## src/rtl/i2f_pkg.sv

```systemverilog
package i2f_pkg;
   typedef enum logic [1:0] {
      RM_NEAR_EVEN = 2'd0,
      RM_TO_ZERO   = 2'd1,
      RM_TO_POS    = 2'd2,
      RM_TO_NEG    = 2'd3
   } rmode_e;
endpackage

```

## src/rtl/i2f_normalize.sv

```systemverilog
module i2f_normalize #(
   parameter int INT_W = 32,
   localparam int POS_W = $clog2(INT_W)
) (
   input  logic [INT_W-1:0] mag_i,
   output logic [INT_W-1:0] norm_o,
   output logic [POS_W-1:0] msb_o
);
   always_comb begin
      msb_o = '0;
      for (int i = 0; i < INT_W; i++) begin
         if (mag_i[i]) msb_o = POS_W'(i);
      end
   end

   assign norm_o = mag_i << (POS_W'(INT_W - 1) - msb_o);
endmodule

```

## src/rtl/i2f_round.sv

```systemverilog
module i2f_round
   import i2f_pkg::*;
#(
   parameter int INT_W = 32,
   parameter int MAN_W = 23,
   localparam int SIG_W = MAN_W + 1,
   localparam int LOW_W = INT_W - SIG_W
) (
   input  logic [INT_W-1:0] norm_i,
   input  logic             neg_i,
   input  logic [1:0]       rmode_i,
   output logic [MAN_W-1:0] frac_o,
   output logic             carry_o
);
   logic [SIG_W-1:0] kept;
   logic             half;
   logic             sticky;
   logic             inexact;
   logic             inc;
   logic [SIG_W:0]   sum;

   assign kept = norm_i[INT_W-1 -: SIG_W];
   assign half = norm_i[LOW_W-1];

   generate
      if (LOW_W > 1) begin : g_sticky
         assign sticky = |norm_i[LOW_W-2:0];
      end else begin : g_no_sticky
         assign sticky = 1'b0;
      end
   endgenerate

   assign inexact = half | sticky;

   always_comb begin
      case (rmode_e'(rmode_i))
         RM_NEAR_EVEN: inc = half & (sticky | kept[0]);
         RM_TO_ZERO:   inc = 1'b0;
         RM_TO_POS:    inc = inexact & ~neg_i;
         default:      inc = inexact & neg_i;
      endcase
   end

   assign sum     = {1'b0, kept} + (SIG_W + 1)'(inc);
   assign carry_o = sum[SIG_W];
   assign frac_o  = sum[MAN_W-1:0];
endmodule

```

## src/rtl/scaled_int2fp_conv.sv

```systemverilog
module scaled_int2fp_conv #(
   parameter int INT_W   = 32,
   parameter int EXP_W   = 8,
   parameter int MAN_W   = 23,
   parameter int SCALE_W = 4
) (
   input  logic                     clk,
   input  logic                     rst_n,
   input  logic                     in_vld,
   input  logic                     cvt_unsigned,
   input  logic [SCALE_W-1:0]       in_scale,
   input  logic [1:0]               in_rmode,
   input  logic [INT_W-1:0]         in_data,
   output logic                     out_vld,
   output logic [EXP_W+MAN_W:0]     out_val
);
   localparam int FP_W  = EXP_W + MAN_W + 1;
   localparam int POS_W = $clog2(INT_W);
   localparam int BIAS  = (1 << (EXP_W - 1)) - 1;
   localparam int EW    = EXP_W + 2;

   generate
      if (INT_W < MAN_W + 3) begin : g_bad_width
         $error("INT_W must exceed the significand by at least two bits");
      end
      if (BIAS <= (1 << SCALE_W) - 1) begin : g_bad_scale
         $error("scale range could underflow the exponent");
      end
      if (BIAS + INT_W >= (1 << EXP_W) - 1) begin : g_bad_exp
         $error("exponent field too narrow for the integer width");
      end
   endgenerate

   logic             neg;
   logic [INT_W-1:0] mag;
   logic [INT_W-1:0] norm;
   logic [POS_W-1:0] msb;
   logic [MAN_W-1:0] frac;
   logic             carry;
   logic [EW-1:0]    exp_full;
   logic [FP_W-1:0]  result;

   assign neg = ~cvt_unsigned & in_data[INT_W-1];
   assign mag = neg ? (~in_data + INT_W'(1)) : in_data;

   i2f_normalize #(.INT_W(INT_W)) norm_i (
      .mag_i  (mag),
      .norm_o (norm),
      .msb_o  (msb)
   );

   i2f_round #(.INT_W(INT_W), .MAN_W(MAN_W)) rnd_i (
      .norm_i  (norm),
      .neg_i   (neg),
      .rmode_i (in_rmode),
      .frac_o  (frac),
      .carry_o (carry)
   );

   assign exp_full = EW'(BIAS) + EW'(msb) + EW'(carry) - EW'(in_scale);
   assign result   = (mag == '0) ? '0 : {neg, exp_full[EXP_W-1:0], frac};

   always_ff @(posedge clk or negedge rst_n) begin
      if (!rst_n) begin
         out_vld <= 1'b0;
         out_val <= '0;
      end else begin
         out_vld <= in_vld;
         if (in_vld) out_val <= result;
      end
   end
endmodule

```

## config.mk

```make
export PLATFORM = sky130hd
export DESIGN_NAME = scaled_int2fp_conv
export DESIGN_NICKNAME = d
export VERILOG_FILES = /design/src/rtl/i2f_pkg.sv /design/src/rtl/i2f_normalize.sv /design/src/rtl/i2f_round.sv /design/src/rtl/scaled_int2fp_conv.sv
export SDC_FILE = /design/constraint.sdc
export NUM_CORES = 1
export LEC_CHECK = 0
export ABC_AREA = 1
export CAP_MARGIN = 20
export CORE_UTILIZATION = 40
export CTS_BUF_LIST = sky130_fd_sc_hd__clkbuf_4
export CTS_CLUSTER_SIZE = 25
export DETAILED_ROUTE_END_ITERATION = 12
export PLACE_DENSITY = 0.67
export SLEW_MARGIN = 20
export SYNTH_ARGS = -nofsm -noshare
export SYNTH_HDL_FRONTEND = slang
export SYNTH_SLANG_ARGS = --single-unit
```

## constraint.sdc

```tcl
create_clock -name clk -period 0.8 [get_ports clk]
set_clock_uncertainty 0.05 [all_clocks]
set_input_delay 0.16 -clock clk [delete_from_list [all_inputs] [get_ports clk]]
set_output_delay 0.16 -clock clk [all_outputs]
set_load 0.005 [all_outputs]
```

==> results.toml, run 1 <==
[outcome]
run_status = "finished, violations left"
violations = "negative setup slack"

[floorplan]
fp.coreArea_sq_um = 13200
die_h_um = 118
placementRows = 42
die_area_sq_um = 13900
start_util_pct = 40.9
die_w_um = 118
ios = 75

[power]
power_density_nw_per_um2 = 1640
ir_drop_uv = 746
p_leak_nw = 4.90

[route]
wl_um = 21200
initialDrtViolationCount = 576
ant_nets = 0
first_pass_iters = 6
drt-wirelength-per-cell_um = 14.6
post-route-drc-count = 0
via_per_inst = 5.18
routed-via-count = 7542

[job]
maxCapViolCount = 0

[clock_network]
cts.sinks = 33
clk_pin_slew_ps = 110
cts_buffer_depth = 2
ctsHoldBuffers = 0
htree_num_levels = 2
clkLatencyLatePin_ps = 340
cts_buffers = 5
cts_tree = "built"
clock-root-buffer = "clkbuf_4"

[worst_setup_path]
cp.arrival_ps = 5880
critical_path_buf_inv_count = 13
path_class = "primary input to flop"
crit_slowest_cell = "o41ai_2"
rrSetupSlack_ps = -220
max_stage_delay_ps = 440
cp.required_ps = 980
cp-end-kind = "flop"
cp-start-kind = "primary input"
crit_family = "simple AND/OR/NAND/NOR gates"
crit_top_cell = "buf_4"
crit_fanout = 11

[placed_design]
port_buffers = 74
pre_cts_slack_ps = -5440
place.gp.congestion = 0.960
dp_hpwl_um = 14800

[logic_synthesis]
yosysSeqAreaShare_pct = 15.3
synth.ff_latch_count = 33
synth_edf_count = 0
synthFlopType = "dfrtp_1"
synth_warnings = 0
syn_inst = 906
netlist_area_sq_um = 5390
synth_cell_types = 54
async_flop_share_pct = 100
avgSynthCellArea_sq_um = 5.95
syn-num-nets = 957

[cells_and_area]
final_core_util_pct = 71.4
drive_gt1_share_pct = 45.1
nets = 1331
fillers = 1038
area_growth_pct = 74.9
diodes = 0

[global_route]
grtUsageTotal_pct = 27.9
grt_overflow = 0
grt_max_degree = 34
antenna_found_initial = 0
grt_pass1_wl_um = 31800
grt_pass1_vias = 6761

[hold_path]
hold_class = "primary input to asynchronous set/reset pin"

[sta]
min_period_ps = 5700
tightest_slew_ps = 447
fmax_mhz = 176
finalHoldViolCount = 0
final_max_slew_viol_count = 0
rsz0062_at_grt = "true"
max_slew_margin_pct = 69.9
min_period_over_period_pct = 712
finalSetupViolCount = 65
final.setup.worst_slack_ps = -4900
cell usage after synthesis, types with 3 or more instances:
library cell / instances / share of area [%]
nand2_1: 295 / 21
xor2_2: 3 / 0.91
nand3_1: 207 / 19
xor2_1: 17 / 2.8
ha_1: 7 / 1.6
nor3_2: 3 / 0.56
a22o_1: 5 / 0.81
nand4_1: 7 / 0.81
buf_2: 17 / 1.6
o21ai_2: 4 / 0.65
clkbuf_1: 3 / 0.21
and2_1: 6 / 0.70
o21ai_1: 7 / 0.65
o21ai_0: 26 / 2.4
nor2_4: 9 / 1.9
buf_4: 6 / 0.84
a21oi_1: 8 / 0.74
o211ai_1: 5 / 0.70
nor2_1: 52 / 3.6
nor2_2: 11 / 1.3
inv_1: 77 / 5.4
buf_6: 11 / 2.3
dfrtp_1: 33 / 15
nand2_2: 13 / 1.5
a31oi_1: 3 / 0.35
nand3_2: 19 / 3.5
inv_2: 10 / 0.70
xnor2_1: 5 / 0.81
layout by cell type, fill, tap and decap left out, types with 4 or more instances in the layout:
master and n:
nand4_1 7, nor3_4 5, o21ai_2 12, inv_1 65, a22o_1 5, nand3_1 181, buf_12 8, xor2_1 10
xor2_2 10, nand2_1 269, a21oi_1 5, nand3_2 32, clkdlybuf4s50_1 28, clkbuf_4 5, o211ai_1 5, clkinv_1 4
o21ai_1 17, nand2_4 17, nor2_4 18, inv_2 17, buf_6 33, nor2_1 41, o21ai_0 8, nor2_2 13
nand2_2 24, inv_4 4, nand3_4 14, dfrtp_1 33, xnor2_2 5, buf_4 289, ha_4 4, buf_2 34
and2_1 5
report_power, final:
group | total (mW) | internal (mW) | leakage (nW) | switching, mW
clock network | 0.941 | 0.318 | 0.0300 | 0.622
logic | 12.2 | 5.80 | 4.46 | 6.37
registers | 2.31 | 2.10 | 0.404 | 0.211
total | 15.4 | 8.22 | 4.90 | 7.20
routing by layer:
| metal | track usage (%) | vias up | wire [um] |
|---|---|---|---|
| met4 | 8.49 | 0 | 733 |
| met5 | 0 | - | 0 |
| met1 | 33.6 | 3484 | 8310 |
| met2 | 51.2 | 276 | 11000 |
| met3 | 3.25 | 70 | 1180 |
| li1 | - | 3712 | - |
path summary, 6_finish.rpt:
path                            depth (start not counted)          end       start
worst min-delay path                                    2  out_val[11]       rst_n
worst min register to register                          2   out_val[7]  out_val[7]
max in group asynchronous                               2  out_val[26]       rst_n
min in group clk                                        1      out_vld      in_vld
worst max-delay path                                   42  out_val[27]  in_data[9]
worst max register to register                          3   out_val[0]  out_val[0]
flip-flops by register name (all words and copies together) (netlist names):
name and flops:
out_val 32, out_vld 1
logic make-up after synthesis:
logic type      after synthesis  share of synthesized area, %
fa+ha+maj                     9                          2.37
flops                        33                          15.3
xor+xnor                     28                          5.60
buf+inv                     128                          11.5
simple gates                639                          57.0
compound gates               69                          8.17
final cells by class:
cell class                 instances  area, sq um  area share, %
inverter                          90          357           3.78
timing repair buffer             404         3310           35.1
clock inverter                     3         12.5          0.133
sequential                        33          826           8.76
tap                              176          220           2.34
clock buffer                       5         37.5          0.398
multi-input combinational        746         4670           49.5
stage by stage:
stage               setup TNS, ps  instances  area [sq um]  hold slack (ps)  power [mW]
CTS                       -138780       1413          8570              152        13.9
detailed placement        -156880       1347          7950              415        12.5
floorplan                 -119280        906          5480             -186        7.62
global route              -159040       1457          9420              131        16.6
global placement          -153890       1347          7950              414        12.4
finish                    -146090       1457          9420              130        15.4
timing repair:
item                                    CTS  global route
cloned                                    1             2
endpoints found under the setup margin   65            65
buffers inserted                         57            45
resized for setup                       233           131
pin swaps                                33            83
(Power assumes the default switching activity.)
==> run 2: changes to the inputs <==
==> constraint.sdc (replaced) <==
create_clock -name clk -period 0.8 [get_ports clk]
set_clock_uncertainty 0.05 [all_clocks]
set_input_delay 0.2 -clock clk [delete_from_list [all_inputs] [get_ports clk]]
set_output_delay 0.2 -clock clk [all_outputs]
set_load 0.005 [all_outputs]
==> results.toml, run 2 (synthesized netlist as in run 1, its figures left out) <==
[outcome]
run_status = "finished, violations left"
violations = "negative setup slack"

[global_route]
gr-usage-met1_pct = 34.3
grtUsageTotal_pct = 28.5
met2_usage_pct = 51.5
grt_overflow = 0
antenna_found_initial = 0
busiest_layer = "met2"
grt_use_met3_pct = 3.29
grt_max_degree = 34
grt_pass1_wl_um = 32700
grt_pass1_vias = 7086

[placed_design]
port_buffers = 74
place.gp.congestion = 0.989
dp_hpwl_um = 14800
placed_area_sq_um = 7910
pre_cts_slack_ps = -5520
dp.cells = 1343

[sta]
finalHoldViolCount = 0
rsz0062_at_grt = "true"
final_max_slew_viol_count = 0
finalSetupViolCount = 65
fmax_mhz = 177
min_period_ps = 5640
hold_slack_ps = 155
final.setup.worst_slack_ps = -4840
max_slew_margin_pct = 62.9
tightest_slew_ps = 554
setup_tns_ps = -147640
min_period_over_period_pct = 705

[route]
drt-wirelength-per-cell_um = 14.5
ant_nets = 0
routed-via-count = 7436
wl_um = 20800
first_pass_iters = 5
post-route-drc-count = 0
via_per_inst = 5.17
initialDrtViolationCount = 427

[clock_network]
htree_num_levels = 2
ctsHoldBuffers = 0
cts.sinks = 33
cts_tree = "built"
cts_buffers = 5
cts_buffer_depth = 2
clk_pin_slew_ps = 120
clock-root-buffer = "clkbuf_4"
clkLatencyLatePin_ps = 340

[floorplan]
die_area_sq_um = 13900
die_h_um = 118
placementRows = 42
die_w_um = 118
start_util_pct = 40.9
ios = 75
fp.coreArea_sq_um = 13200

[cells_and_area]
fillers = 1066
drive_gt1_share_pct = 43.9
layout_common_cells = "272 x buf_4, 270 x nand2_1, 178 x nand3_1"
regArea_sq_um = 826
final_core_util_pct = 69.6
final_cell_count_no_fill = 1439
largest_register_ffs = 32
diodes = 0
final_common_cell = "buf_4"
multiInputGateArea_sq_um = 4560
area_growth_pct = 70.3
top_register = "out_val"
reg_top3 = "out_val: 32 flops, out_vld: 1 flops"
nets = 1313
fin_area_sq_um = 9180

[worst_setup_path]
worstReg2RegStart = "out_val[28]"
crit_fanout = 16
crit_top_cell = "nor2_4"
path_class = "primary input to flop"
cp.required_ps = 1040
worstSetupStartpoint = "in_data[2]"
cp-start-kind = "primary input"
critical_path_buf_inv_count = 7
ff2ff_path_depth = 2
critical_path_depth = 45
crit_family = "simple AND/OR/NAND/NOR gates"
max_stage_delay_ps = 370
cp.arrival_ps = 5880
cp-end-kind = "flop"
crit_slowest_cell = "fa_2"

[hold_path]
hold_class = "primary input to asynchronous set/reset pin"

[power]
swShare_pct = 46.9
p_sw_mw = 7.05
ir_drop_uv = 783
report.power.total_mw = 15.0
comb_power_share_pct = 78.0
clock_power_share_pct = 6.7
p_leak_nw = 4.74
seq_power_share_pct = 15.3
power.internal_mw = 7.98
power_density_nw_per_um2 = 1640

[job]
maxCapViolCount = 0
## run 2: layer usage
layer / up-vias / wire length (um) / share of wire (%)
met1: 3423 / 8550 / 41
li1: 3679 / - / -
met2: 260 / 10300 / 50
met5: - / 0 / 0
met4: 0 / 949 / 4.6
met3: 74 / 985 / 4.7
## run 2: worst paths after layout
check	endpoint	slack (ps)
max	out_val[27]	-4840
min	out_val[11]	150
max reg2reg	out_val[28]	-140
min reg2reg	out_val[10]	440
max in group asynchronous	out_val[5]	350
min in group clk	out_vld	390
## run 2: layout make-up
type / count / share of cell area (%)
Multi-Input combinational cell: 745 / 49.7
Sequential cell: 33 / 9.00
Clock inverter: 3 / 0.191
Timing Repair Buffer: 387 / 34.4
Inverter: 90 / 3.91
Clock buffer: 5 / 0.409
Tap cell: 176 / 2.40
## run 2: timing repair
item / in CTS / in global routing
setup buffers: 61 / 32
endpoints found under the setup margin: 65 / 65
pin swaps: 39 / 74
cloned: 1 / 1
gates resized for setup: 235 / 112
## run 2: power by group through the flow
stage	Combinational, mW	Clock (mW)	Sequential [mW]
after floorplan	5.22	0	2.40
final	11.7	1.01	2.30
after global routing	12.7	1.08	2.34
after CTS	10.4	1.03	2.30
after global placement	9.96	0	2.35
after detailed placement	10.0	0	2.36
==> run 3: changes to the inputs <==
--- a/config.mk
+++ b/config.mk
@@ -7,6 +7,7 @@
 export LEC_CHECK = 0
 export ABC_AREA = 1
 export CAP_MARGIN = 20
+export CORE_MARGIN = 2
 export CORE_UTILIZATION = 40
 export CTS_BUF_LIST = sky130_fd_sc_hd__clkbuf_4
 export CTS_CLUSTER_SIZE = 25
==> results.toml, run 3 (synthesized netlist as in run 1, its figures left out) <==
[route]
routed-via-count = 7290
drt-wirelength-per-cell_um = 14.1
via_per_inst = 5.09
ant_nets = 0
first_pass_iters = 5
wl_um = 20200
post-route-drc-count = 0
initialDrtViolationCount = 417

[hold_path]
hold_class = "primary input to asynchronous set/reset pin"

[cells_and_area]
final_cell_count_no_fill = 1431
drive_gt1_share_pct = 43.7
final_core_util_pct = 68.5
layout_common_cells = "273 x buf_4, 264 x nand2_1, 178 x nand3_1"
largest_register_ffs = 32
nets = 1305
fin_area_sq_um = 9040
fillers = 1167
diodes = 0
area_growth_pct = 67.7
top_register = "out_val"
final_common_cell = "buf_4"
reg_top3 = "out_val: 32 flops, out_vld: 1 flops"

[worst_setup_path]
rrSetupSlack_ps = -330
cp.required_ps = 1010
cp-start-kind = "primary input"
worstReg2RegStart = "out_val[28]"
crit_slowest_cell = "fa_2"
crit_top_cell = "nand2_1"
path_class = "primary input to flop"
crit_fanout = 8
cp.arrival_ps = 5900
max_stage_delay_ps = 370
reg2reg_to = "out_val[28]"
worstSetupStartpoint = "in_data[0]"
ff2ff_path_depth = 4
cp-end-kind = "flop"

[power]
p_leak_nw = 4.72
p_sw_mw = 7.03
seq_power_share_pct = 15.5
power.internal_mw = 7.89
clock_power_share_pct = 6.7
power_density_nw_per_um2 = 1650
comb_power_share_pct = 77.8
report.power.total_mw = 14.9
swShare_pct = 47.1
ir_drop_uv = 707

[clock_network]
clkLatencyLatePin_ps = 360
htree_num_levels = 2
cts.sinks = 33
cts_buffers = 5
ctsHoldBuffers = 0
clock-root-buffer = "clkbuf_4"
cts_tree = "built"
cts_buffer_depth = 2
clk_pin_slew_ps = 120

[sta]
max_slew_margin_pct = 69.9
hold_slack_ps = 130
finalSetupViolCount = 65
tightest_slew_ps = 447
rsz0062_at_grt = "true"
setup_tns_ps = -145660
finalHoldViolCount = 0
min_period_over_period_pct = 712
final.setup.worst_slack_ps = -4890
min_period_ps = 5690
fmax_mhz = 176
final_max_slew_viol_count = 0

[job]
maxCapViolCount = 0

[global_route]
grt_overflow = 0
gr-usage-met1_pct = 33.0
met2_usage_pct = 47.5
grtUsageTotal_pct = 26.7
grt_pass1_vias = 6840
busiest_layer = "met2"
grt_max_degree = 34
grt_pass1_wl_um = 31500
antenna_found_initial = 0
grt_use_met3_pct = 3.90

[outcome]
violations = "negative setup slack"
run_status = "finished, violations left"

[floorplan]
die_area_sq_um = 14400
die_h_um = 120
placementRows = 42
fp.coreArea_sq_um = 13200
ios = 75
die_w_um = 120
start_util_pct = 40.9

[placed_design]
dp_hpwl_um = 14700
pre_cts_slack_ps = -5570
port_buffers = 74
place.gp.congestion = 0.976
placed_area_sq_um = 7910
dp.cells = 1343
[run 3: layer usage]
layer | vias up | routed length [um]
li1 | 3666 | -
met1 | 3318 | 8470
met2 | 249 | 10100
met3 | 57 | 1030
met4 | 0 | 642
met5 | - | 0
[run 3: cell type report]
cell class	count	area (sq um)	share of cell area, %
clock buffer	5	37.5	0.415
inverter	90	364	4.03
sequential	33	826	9.14
multi-input combinational	747	4540	50.2
timing repair buffer	377	3030	33.6
tap	176	220	2.44
clock inverter	3	17.5	0.194
[run 3: what timing repair did]
| action | in CTS | in global routing |
|---|---|---|
| hold endpoints to repair | 0 | 0 |
| buffers inserted | 35 | 42 |
| cloned | 3 | 1 |
| gates resized for setup | 241 | 95 |
| endpoints found under the setup margin | 65 | 65 |
| pin swaps | 40 | 48 |
[run 3: power by group through the flow]
stage	clock network, mW	logic (mW)	registers [mW]
floorplan	0	5.22	2.40
global placement	0	9.99	2.36
detailed placement	0	10.1	2.37
CTS	1.01	10.4	2.31
global route	1.09	12.6	2.35
finish	0.997	11.6	2.31
[run 3: how the worst max path moves through the flow]
stage / end / cells after the start / slack, ps
global placement: out_val[27] / 58 / -5400
finish: out_val[27] / 50 / -4890
CTS: out_val[27] / 52 / -4720
global route: out_val[27] / 48 / -5310
floorplan: out_val[27] / 43 / -4600
detailed placement: out_val[27] / 59 / -5570
[run 3: critical path, delay by kind of cell]
| family | cells | cell delay, ps |
|---|---|---|
| xor gates and xnor gates | 1 | 170 |
| AOI/OAI and AO/OA | 5 | 880 |
| and+or+nand+nor | 32 | 2780 |
| adders and majority gates | 5 | 1140 |
| buffers and inverters | 7 | 710 |
